## src/rtl/dct_pkg.sv

```systemverilog
package dct_pkg;
  localparam int unsigned NCH = 2;
  typedef enum logic [1:0] {CH_IDLE = 2'd0, CH_COUNT = 2'd1, CH_DUE = 2'd2} ch_state_e;
endpackage

```

## src/rtl/dct_chan.sv

```systemverilog
module dct_chan
  import dct_pkg::*;
#(
  parameter int unsigned DLY_W  = 14,
  parameter int unsigned NCMD_W = 2,
  parameter int unsigned IDX_W  = 3
) (
  input  logic              clk_i,
  input  logic              rst_ni,
  input  logic              tick_i,
  input  logic              run_i,
  input  logic              load_i,
  input  logic [DLY_W-1:0]  dly_i,
  input  logic [NCMD_W-1:0] ncmd_i,
  input  logic [IDX_W-1:0]  idx_i,
  input  logic              ack_i,
  output logic              due_o,
  output logic              armed_o,
  output logic              full_o,
  output logic [NCMD_W-1:0] ncmd_o,
  output logic [IDX_W-1:0]  idx_o
);
  ch_state_e         state_q;
  logic [DLY_W-1:0]  cnt_q, sh_dly_q;
  logic [NCMD_W-1:0] ncmd_q, sh_ncmd_q;
  logic [IDX_W-1:0]  idx_q, sh_idx_q;
  logic              sh_v_q;
  logic              ack_due;

  assign ack_due = ack_i && (state_q == CH_DUE);

  always_ff @(posedge clk_i or negedge rst_ni) begin
    if (!rst_ni) begin
      state_q   <= CH_IDLE;
      cnt_q     <= '0;
      ncmd_q    <= '0;
      idx_q     <= '0;
      sh_dly_q  <= '0;
      sh_ncmd_q <= '0;
      sh_idx_q  <= '0;
      sh_v_q    <= 1'b0;
    end else if (ack_due) begin
      if (sh_v_q) begin
        // queued cluster moves up; its delay counts from here
        cnt_q   <= sh_dly_q;
        ncmd_q  <= sh_ncmd_q;
        idx_q   <= sh_idx_q;
        state_q <= CH_COUNT;
        sh_v_q  <= load_i;
        if (load_i) begin
          sh_dly_q  <= dly_i;
          sh_ncmd_q <= ncmd_i;
          sh_idx_q  <= idx_i;
        end
      end else if (load_i) begin
        cnt_q   <= dly_i;
        ncmd_q  <= ncmd_i;
        idx_q   <= idx_i;
        state_q <= CH_COUNT;
      end else begin
        state_q <= CH_IDLE;
      end
    end else begin
      if (load_i && state_q != CH_IDLE) begin
        sh_dly_q  <= dly_i;
        sh_ncmd_q <= ncmd_i;
        sh_idx_q  <= idx_i;
        sh_v_q    <= 1'b1;
      end
      if (load_i && state_q == CH_IDLE) begin
        cnt_q   <= dly_i;
        ncmd_q  <= ncmd_i;
        idx_q   <= idx_i;
        state_q <= CH_COUNT;
      end else if (tick_i && run_i && state_q == CH_COUNT) begin
        // zero and one both expire on this tick
        if (cnt_q <= DLY_W'(1)) state_q <= CH_DUE;
        else                    cnt_q   <= cnt_q - DLY_W'(1);
      end
    end
  end

  assign due_o   = (state_q == CH_DUE);
  assign armed_o = (state_q != CH_IDLE);
  assign full_o  = armed_o && sh_v_q;
  assign ncmd_o  = ncmd_q;
  assign idx_o   = idx_q;
endmodule

```

## src/rtl/dct_sched.sv

```systemverilog
module dct_sched
  import dct_pkg::*;
#(
  parameter int unsigned IDX_W = 3
) (
  input  logic             clk_i,
  input  logic             rst_ni,
  input  logic             load_i,
  input  logic             epoch_i,
  input  logic             ack_i,
  input  logic [NCH-1:0]   full_i,
  input  logic [NCH-1:0]   due_i,
  input  logic [NCH-1:0]   armed_i,
  output logic [NCH-1:0]   load_en_o,
  output logic [NCH-1:0]   ack_en_o,
  output logic [IDX_W-1:0] idx_o,
  output logic             turn_o,
  output logic             run_o,
  output logic             busy_o,
  output logic             err_o
);
  logic             ptr_q, turn_q, run_q, err_q;
  logic [IDX_W-1:0] seq_q;
  logic             accept, ack_ok;

  assign accept = load_i && !full_i[ptr_q];
  assign ack_ok = ack_i && due_i[turn_q];

  always_comb begin
    load_en_o = '0;
    ack_en_o  = '0;
    load_en_o[ptr_q]  = accept;
    ack_en_o[turn_q]  = ack_ok;
  end

  always_ff @(posedge clk_i or negedge rst_ni) begin
    if (!rst_ni) begin
      ptr_q  <= 1'b0;
      turn_q <= 1'b0;
      run_q  <= 1'b0;
      err_q  <= 1'b0;
      seq_q  <= '0;
    end else begin
      if (accept) begin
        ptr_q <= ~ptr_q;
        seq_q <= seq_q + IDX_W'(1);
      end
      if (ack_ok) turn_q <= ~turn_q;
      run_q <= epoch_i || (run_q && (|armed_i));
      err_q <= load_i && full_i[ptr_q];
    end
  end

  assign idx_o  = seq_q;
  assign turn_o = turn_q;
  assign run_o  = run_q;
  assign busy_o = run_q && (|armed_i);
  assign err_o  = err_q;
endmodule

```

## src/rtl/dly_cluster_timer.sv

```systemverilog
module dly_cluster_timer
  import dct_pkg::*;
#(
  parameter int unsigned DLY_W  = 14,
  parameter int unsigned NCMD_W = 2,
  parameter int unsigned IDX_W  = 3
) (
  input  logic              clk_i,
  input  logic              rst_ni,
  input  logic              tick_i,
  input  logic              epoch_i,
  input  logic              load_i,
  input  logic [DLY_W-1:0]  load_dly_i,
  input  logic [NCMD_W-1:0] load_ncmd_i,
  input  logic              ack_i,
  output logic [1:0]        due_o,
  output logic              svc_valid_o,
  output logic              svc_chan_o,
  output logic [IDX_W-1:0]  svc_idx_o,
  output logic [NCMD_W-1:0] svc_ncmd_o,
  output logic              busy_o,
  output logic              err_o
);
  logic [NCH-1:0]    load_en, ack_en, full, due, armed;
  logic [IDX_W-1:0]  next_idx;
  logic              turn, run;
  logic [NCMD_W-1:0] ch_ncmd [NCH];
  logic [IDX_W-1:0]  ch_idx  [NCH];

  dct_sched #(.IDX_W(IDX_W)) u_sched (
    .clk_i     (clk_i),
    .rst_ni    (rst_ni),
    .load_i    (load_i),
    .epoch_i   (epoch_i),
    .ack_i     (ack_i),
    .full_i    (full),
    .due_i     (due),
    .armed_i   (armed),
    .load_en_o (load_en),
    .ack_en_o  (ack_en),
    .idx_o     (next_idx),
    .turn_o    (turn),
    .run_o     (run),
    .busy_o    (busy_o),
    .err_o     (err_o)
  );

  for (genvar g = 0; g < NCH; g++) begin : g_ch
    dct_chan #(.DLY_W(DLY_W), .NCMD_W(NCMD_W), .IDX_W(IDX_W)) u_chan (
      .clk_i   (clk_i),
      .rst_ni  (rst_ni),
      .tick_i  (tick_i),
      .run_i   (run),
      .load_i  (load_en[g]),
      .dly_i   (load_dly_i),
      .ncmd_i  (load_ncmd_i),
      .idx_i   (next_idx),
      .ack_i   (ack_en[g]),
      .due_o   (due[g]),
      .armed_o (armed[g]),
      .full_o  (full[g]),
      .ncmd_o  (ch_ncmd[g]),
      .idx_o   (ch_idx[g])
    );
  end

  assign due_o       = due;
  assign svc_chan_o  = turn;
  assign svc_valid_o = due[turn];
  assign svc_idx_o   = ch_idx[turn];
  assign svc_ncmd_o  = ch_ncmd[turn];
endmodule

```

## config.mk

```make
export PLATFORM = sky130hd
export DESIGN_NAME = dly_cluster_timer
export DESIGN_NICKNAME = d
export VERILOG_FILES = /design/src/rtl/dct_pkg.sv /design/src/rtl/dct_chan.sv /design/src/rtl/dct_sched.sv /design/src/rtl/dly_cluster_timer.sv
export SDC_FILE = /design/constraint.sdc
export NUM_CORES = 1
export LEC_CHECK = 0
export BUFFER_PORTS_ARGS = -buffer_cell sky130_fd_sc_hd__clkbuf_2
export CAP_MARGIN = 20
export CORE_UTILIZATION = 25
export DETAILED_ROUTE_END_ITERATION = 6
export HOLD_SLACK_MARGIN = 0.03
export PLACE_DENSITY = 0.46
export SYNTH_ARGS = -nofsm -noshare
export SYNTH_HDL_FRONTEND = slang
export SYNTH_SLANG_ARGS = --single-unit
```

## constraint.sdc

```tcl
create_clock -name clk_i -period 2.4 [get_ports clk_i]
set_input_delay 0.12 -clock clk_i [delete_from_list [all_inputs] [get_ports clk_i]]
set_output_delay 0.12 -clock clk_i [all_outputs]
set_load 0.03 [all_outputs]
```

==> impl_metrics.yaml, run 1 <==
sta:
  tightest_slew_ns: 0.6422
  setup_viol: 0
  fin_crit_ns: 2.120
  final.setup_skew_ns: 0.007978
  post-route-period-util: 0.8834
  slew_headroom: 0.5719
  rsz0062_at_grt: "no"
  tns_ns: 0
  max_freq_ghz: 0.4717
  hold_viol_final: 0
  timing_max_transition_violations_final: 0
  setup_ws_ns: 0.2799
clock_tree:
  htreeDepth: 3
  cts_sinks: 89
  cts_root_buf: "clkbuf_16"
  clock_latency_ns: 0.35
  cts_hold_buf: 2
  clk_pin_slew_ns: 0.06
  cts_made_buffers: 9
  cts_tree: "built"
  cts_resized: 0
  clockBufferDepth: 2
  postCtsSetupBuffers: 0
synth:
  ys_warn_count: 0
  synthesis.nets: 465
  synthCells: 438
  synth-main-ff-cell: "dfrtp_1"
  synth_edf_count: 0
  ys_seq_elements: 89
  syn_area_per_cell_um2: 10.62
  yosysSeqAreaShare: 0.4790
  synth.distinct_cells: 62
  netlist_area_um2: 4649
  async_flop_share: 1.000
route:
  vias: 3669
  first_pass_iters: 7
  drc_errors: 2
  first_iter_violations: 320
  drtAntennaViolNets: 0
  wirelength_um: 12620
  wl_per_cell_um: 17.57
  avgViaCountPerCell: 5.110
placement:
  portBuffers: 32
  pre_cts_slack_ns: 0.3158
  gp_congestion: 0.8179
  post-dp-hpwl_um: 9178
setup_path:
  startpoint: "u_sched.run_o$_DFF_PN0_"
  max_stage_delay_ns: 0.48
  cp.arrival_ns: 2.35
  worst-setup-path-type: "flip-flop to flip-flop"
  required_ns: 2.63
  crit_buf_inv: 1
  slowest_stage: "a21boi_2"
  r2r_start: "u_sched.run_o$_DFF_PN0_"
  cp_max_fo: 11
  reg2reg_to: "g_ch[1].u_chan.cnt_q[3]$_DFFE_PN0P_"
  cp-start-kind: "flip-flop"
  end_kind: "flip-flop"
  cpLargestDelayFamily: "compound AO/OA/AOI/OAI gates"
  reg2reg_depth: 6
  rrSetupSlack_ns: 0.28
  path_cells: "nand2_1 -> nor3b_1 -> a21boi_2 -> nor2_2 -> buf_4 -> o2bb2a_1"
grt:
  grt_first_pass_wirelength_um: 20760
  grt_remaining_overflow: 0
  grt_pass1_vias: 3787
  antenna_found_initial: 0
  grt_max_degree: 49
  grtUsageTotal: 0.1395
worst_hold_path:
  hold_class: "input port to flip-flop"
  hold_end: "g_ch[1].u_chan.ncmd_o[1]$_DFFE_PN0P_"
  worstHoldPathCells: 3
  worstHoldStart: "load_ncmd_i[1]"
die:
  rows: 49
  core_um2: 18090
  floorplan.initialDensity: 0.2571
  dieArea_um2: 19150
  dieHeight_um: 138.4
  pin_count: 33
  die_w_um: 138.4
final_layout:
  postLayoutCoreUtil: 0.3041
  nNetsFinal: 511
  drive_gt1_frac: 0.2495
  antenna_cells: 0
  areaGrowthSynthToFinish_pct: 18.30
run_status:
  violations: "DRC"
  status: "finished with violations"
power_and_ir_drop:
  power.total_mw: 6.853
  leakagePower_nw: 2.339
  ir_drop_v: 0.0003941
  power_density_nw_per_um2: 1246
flow_run:
  cap_violations: 0
[placed cells by master, fill, tap and decap left out, drive strengths merged, types with 3 or more instances in the layout]
cell	n
inv	12
a221oi	10
a222oi	9
mux2i	9
o22ai	14
nand2	34
nand2b	3
o22a	3
buf	25
a21oi	15
a22o	4
nor4	11
a21boi	3
a31oi	11
o21ai	30
clkbuf	42
bufinv	3
nor3	18
nand3	5
dfrtp	89
nor2	38
ha	5
and2	4
mux2	45
o2bb2ai	6
[cell usage after synthesis, drive strengths merged, types with 4 or more instances]
cell	instances	share of area
a221oi	10	0.019
ha	5	0.013
nand2	34	0.028
nand3	5	0.0054
nor2	38	0.032
inv	12	0.0097
a222oi	9	0.019
nor3	18	0.020
o22ai	14	0.019
a31oi	11	0.015
nor4	11	0.021
dfrtp	89	0.48
clkbuf	5	0.0043
buf	18	0.027
and2	4	0.0054
o21ai	30	0.033
mux2	45	0.11
a21oi	15	0.017
mux2i	9	0.019
a22o	4	0.0075
o2bb2ai	6	0.011
[area by class of cell]
type | instances | area (um^2)
Multi-Input combinational cell | 314 | 2233
Timing Repair Buffer | 58 | 362.8
Tap cell | 229 | 286.5
Clock buffer | 11 | 242.7
Fill cell | 1835 | 12590
Clock inverter | 5 | 102.6
Inverter | 12 | 45.04
Sequential cell | 89 | 2227
[metal layers]
| metal | up-vias | share of wire | global-route usage |
|---|---|---|---|
| met5 | - | 0 | 0 |
| met2 | 72 | 0.48 | 0.2276 |
| li1 | 1757 | - | - |
| met3 | 11 | 0.027 | 0.01870 |
| met4 | 0 | 0.018 | 0.06268 |
| met1 | 1829 | 0.47 | 0.1842 |
[sequential cells by signal, indices dropped and copies added, names as in the netlist]
signal / count
g_ch.u_chan.sh_dly_q: 28
g_ch.u_chan.idx_o: 6
u_sched.ptr_q: 1
u_sched.turn_o: 1
g_ch.u_chan.state_q: 4
g_ch.u_chan.ncmd_o: 4
u_sched.err_o: 1
u_sched.run_o: 1
g_ch.u_chan.cnt_q: 28
g_ch.u_chan.sh_idx_q: 6
u_sched.idx_o: 3
g_ch.u_chan.sh_v_q: 2
g_ch.u_chan.sh_ncmd_q: 4
[power breakdown]
group / internal (mW) / switching [mW] / total, mW
Clock: 1.05 / 0.607 / 1.65
Sequential: 2.19 / 0.573 / 2.76
Combinational: 1.10 / 1.34 / 2.44
Total: 4.33 / 2.52 / 6.85
[worst max-delay path by stage]
stage	slack [ns]	to	cells after the start
floorplan	0.40	g_ch[1].u_chan.sh_dly_q[0]$_DFFE_PN0P_	5
global placement	0.31	g_ch[0].u_chan.cnt_q[11]$_DFFE_PN0P_	5
detailed placement	0.32	g_ch[1].u_chan.cnt_q[1]$_DFFE_PN0P_	6
CTS	0.30	g_ch[1].u_chan.cnt_q[1]$_DFFE_PN0P_	6
global route	0.09	g_ch[1].u_chan.cnt_q[1]$_DFFE_PN0P_	6
finish	0.28	g_ch[1].u_chan.cnt_q[3]$_DFFE_PN0P_	6
[worst register-to-register path, cell delays in order (launching register included)]
cell and delay, ns:
dfrtp_1 0.36, nand2_1 0.10, nor3b_1 0.46, a21boi_2 0.48
nor2_2 0.11, buf_4 0.20, o2bb2a_1 0.29
[through the flow]
| stage | std cells | hold slack (ns) | instance area [um^2] |
|---|---|---|---|
| after floorplan | 438 | -0.1756 | 4649 |
| after CTS | 718 | 0.03795 | 5500 |
| after global placement | 700 | 0.1974 | 5135 |
| after detailed placement | 700 | 0.2040 | 5135 |
| final | 718 | 0.04997 | 5500 |
| after global routing | 718 | 0.05966 | 5500 |
[cells by family after synthesis]
| logic type | share of synthesized area |
|---|---|
| AO/OA/AOI/OAI | 0.1755 |
| XOR/XNOR | 0.003768 |
| adder cells (fa/ha/maj) | 0.01346 |
| buffers and inverters | 0.04063 |
| flip-flops | 0.4790 |
| multiplexers | 0.1284 |
| AND/OR/NAND/NOR | 0.1593 |
Power figures use the tool's default switching activity.
==> run 2: changes to the inputs <==
==> constraint.sdc (replaced) <==
create_clock -name clk_i -period 2.58 [get_ports clk_i]
set_input_delay 0.129 -clock clk_i [delete_from_list [all_inputs] [get_ports clk_i]]
set_output_delay 0.129 -clock clk_i [all_outputs]
set_load 0.03 [all_outputs]
==> run 2 against run 1 <==
The run still ends with DRC left. Worst hold slack gained 0.022 ns. Via count is essentially flat. Global-route usage about the same. Die area did not move. Sequential share of layout area up 0.66 points. Critical path depth is 1 lower. First-iteration DRC count fell by 4.1%. Critical endpoint is now g_ch[0].u_chan.ncmd_o[1]$_DFFE_PN0P_. Sequential power decreased by 7%.
==> impl_metrics.yaml, run 2 (synthesized netlist as in run 1, its figures left out) <==
grt:
  grt_first_pass_wirelength_um: 20680
  grt_max_degree: 53
  grt_pass1_vias: 3770
  grtUsageTotal: 0.1395
  antenna_found_initial: 0
  grt_remaining_overflow: 0
setup_path:
  cp.arrival_ns: 2.35
  startpoint: "g_ch[0].u_chan.state_q[0]$_DFFE_PN0P_"
  r2r_start: "g_ch[0].u_chan.state_q[0]$_DFFE_PN0P_"
  reg2reg_depth: 5
  end_kind: "flip-flop"
  cp-start-kind: "flip-flop"
  cp_max_fo: 16
  required_ns: 2.80
  reg2reg_to: "g_ch[0].u_chan.ncmd_o[1]$_DFFE_PN0P_"
  worst-setup-path-type: "flip-flop to flip-flop"
  rrSetupSlack_ns: 0.45
power_and_ir_drop:
  leakagePower_nw: 2.291
  power_density_nw_per_um2: 1136
  ir_drop_v: 0.0003484
die:
  pin_count: 33
  core_um2: 18090
  rows: 49
  floorplan.initialDensity: 0.2571
  dieArea_um2: 19150
  die_w_um: 138.4
  dieHeight_um: 138.4
sta:
  post-route-period-util: 0.8267
  rsz0062_at_grt: "no"
  slew_headroom: 0.5306
  setup_viol: 0
  max_freq_ghz: 0.4689
  final.setup_skew_ns: 0.005411
  hold_viol_final: 0
  fin_crit_ns: 2.133
  tns_ns: 0
  timing_max_transition_violations_final: 0
  tightest_slew_ns: 0.7041
route:
  first_pass_iters: 7
  wl_per_cell_um: 17.74
  first_iter_violations: 307
  drtAntennaViolNets: 0
  wirelength_um: 12620
  avgViaCountPerCell: 5.162
  drc_errors: 2
  vias: 3670
clock_tree:
  htreeDepth: 3
  cts_sinks: 89
  clockBufferDepth: 2
  cts_root_buf: "clkbuf_16"
  cts_tree: "built"
  cts_resized: 0
  cts_hold_buf: 2
  postCtsSetupBuffers: 0
  clock_latency_ns: 0.35
  cts_made_buffers: 9
  clk_pin_slew_ns: 0.07
final_layout:
  nNetsFinal: 504
  stdcell_count: 711
  nFillCells: 1824
  register_area_um2: 2227
  areaGrowthSynthToFinish_pct: 16.39
  multi_input_area_um2: 2233
  antenna_cells: 0
  top_regs: "g_ch.u_chan.cnt_q: 28 flops, g_ch.u_chan.sh_dly_q: 28 flops"
  postLayoutCoreUtil: 0.2992
  layout_commonest_cell: "dfrtp_1"
  drive_gt1_frac: 0.2407
  mostFrequentLayoutCells: "dfrtp_1, nor2_1, mux2_2"
run_status:
  status: "finished with violations"
  violations: "DRC"
placement:
  post-dp-hpwl_um: 9003
  gp_congestion: 0.8604
  portBuffers: 32
  place_inst: 693
worst_hold_path:
  worstHoldStart: "load_dly_i[6]"
  worstHoldPathCells: 2
  hold_end: "g_ch[1].u_chan.sh_dly_q[6]$_DFFE_PN0P_"
  hold_class: "input port to flip-flop"
flow_run:
  cap_violations: 0
[run 2: through the flow]
step                setup slack [ns]  instance area, um^2  hold WS (ns)  power, mW
floorplan                     0.5802                 4649       -0.1666      4.164
global placement              0.5040                 5095        0.1438      4.787
detailed placement            0.4435                 5095        0.1463      4.845
CTS                           0.4455                 5411       0.05986      6.210
global route                  0.3154                 5411       0.08256      6.623
finish                        0.4472                 5411       0.07170      6.146
[run 2: worst max path at each step]
stage	to	slack [ns]	cells past startpoint
finish	g_ch[0].u_chan.ncmd_o[1]$_DFFE_PN0P_	0.45	5
global route	g_ch[0].u_chan.cnt_q[11]$_DFFE_PN0P_	0.32	5
CTS	g_ch[0].u_chan.ncmd_o[1]$_DFFE_PN0P_	0.45	5
detailed placement	g_ch[0].u_chan.ncmd_o[0]$_DFFE_PN0P_	0.44	5
global placement	g_ch[0].u_chan.ncmd_o[1]$_DFFE_PN0P_	0.50	5
floorplan	g_ch[1].u_chan.sh_dly_q[0]$_DFFE_PN0P_	0.58	5
[run 2: area by class of cell]
class	instances	area share
clock buffers	9	0.04162
clock inverters	7	0.01318
inverters	12	0.008324
multi-input cells	314	0.4127
flip-flops and latches	89	0.4116
well taps	229	0.05295
repair buffers	51	0.05965
[run 2: worst max-delay path, cell delays in order (launching register included)]
cell and delay [ns]:
dfrtp_1 0.46, and4bb_2 0.41, and2_1 0.60, buf_4 0.24, mux2i_1 0.19, o21ai_0 0.10
[run 2: routing by layer]
metal	vias to the layer above	wire length [um]	share of wire	global-route usage
li1	1739	-	-	-
met1	1836	5815	0.46	0.1810
met2	75	6130	0.49	0.2258
met3	20	295	0.023	0.01732
met4	0	373	0.030	0.07747
met5	-	0	0	0
[run 2: where the power goes]
| part | leakage [nW] | total, mW | internal (mW) | switching (mW) |
|---|---|---|---|---|
| combinational | 1.04 | 2.25 | 1.00 | 1.25 |
| clock | 0.149 | 1.33 | 0.751 | 0.575 |
| sequential | 1.10 | 2.57 | 2.03 | 0.532 |
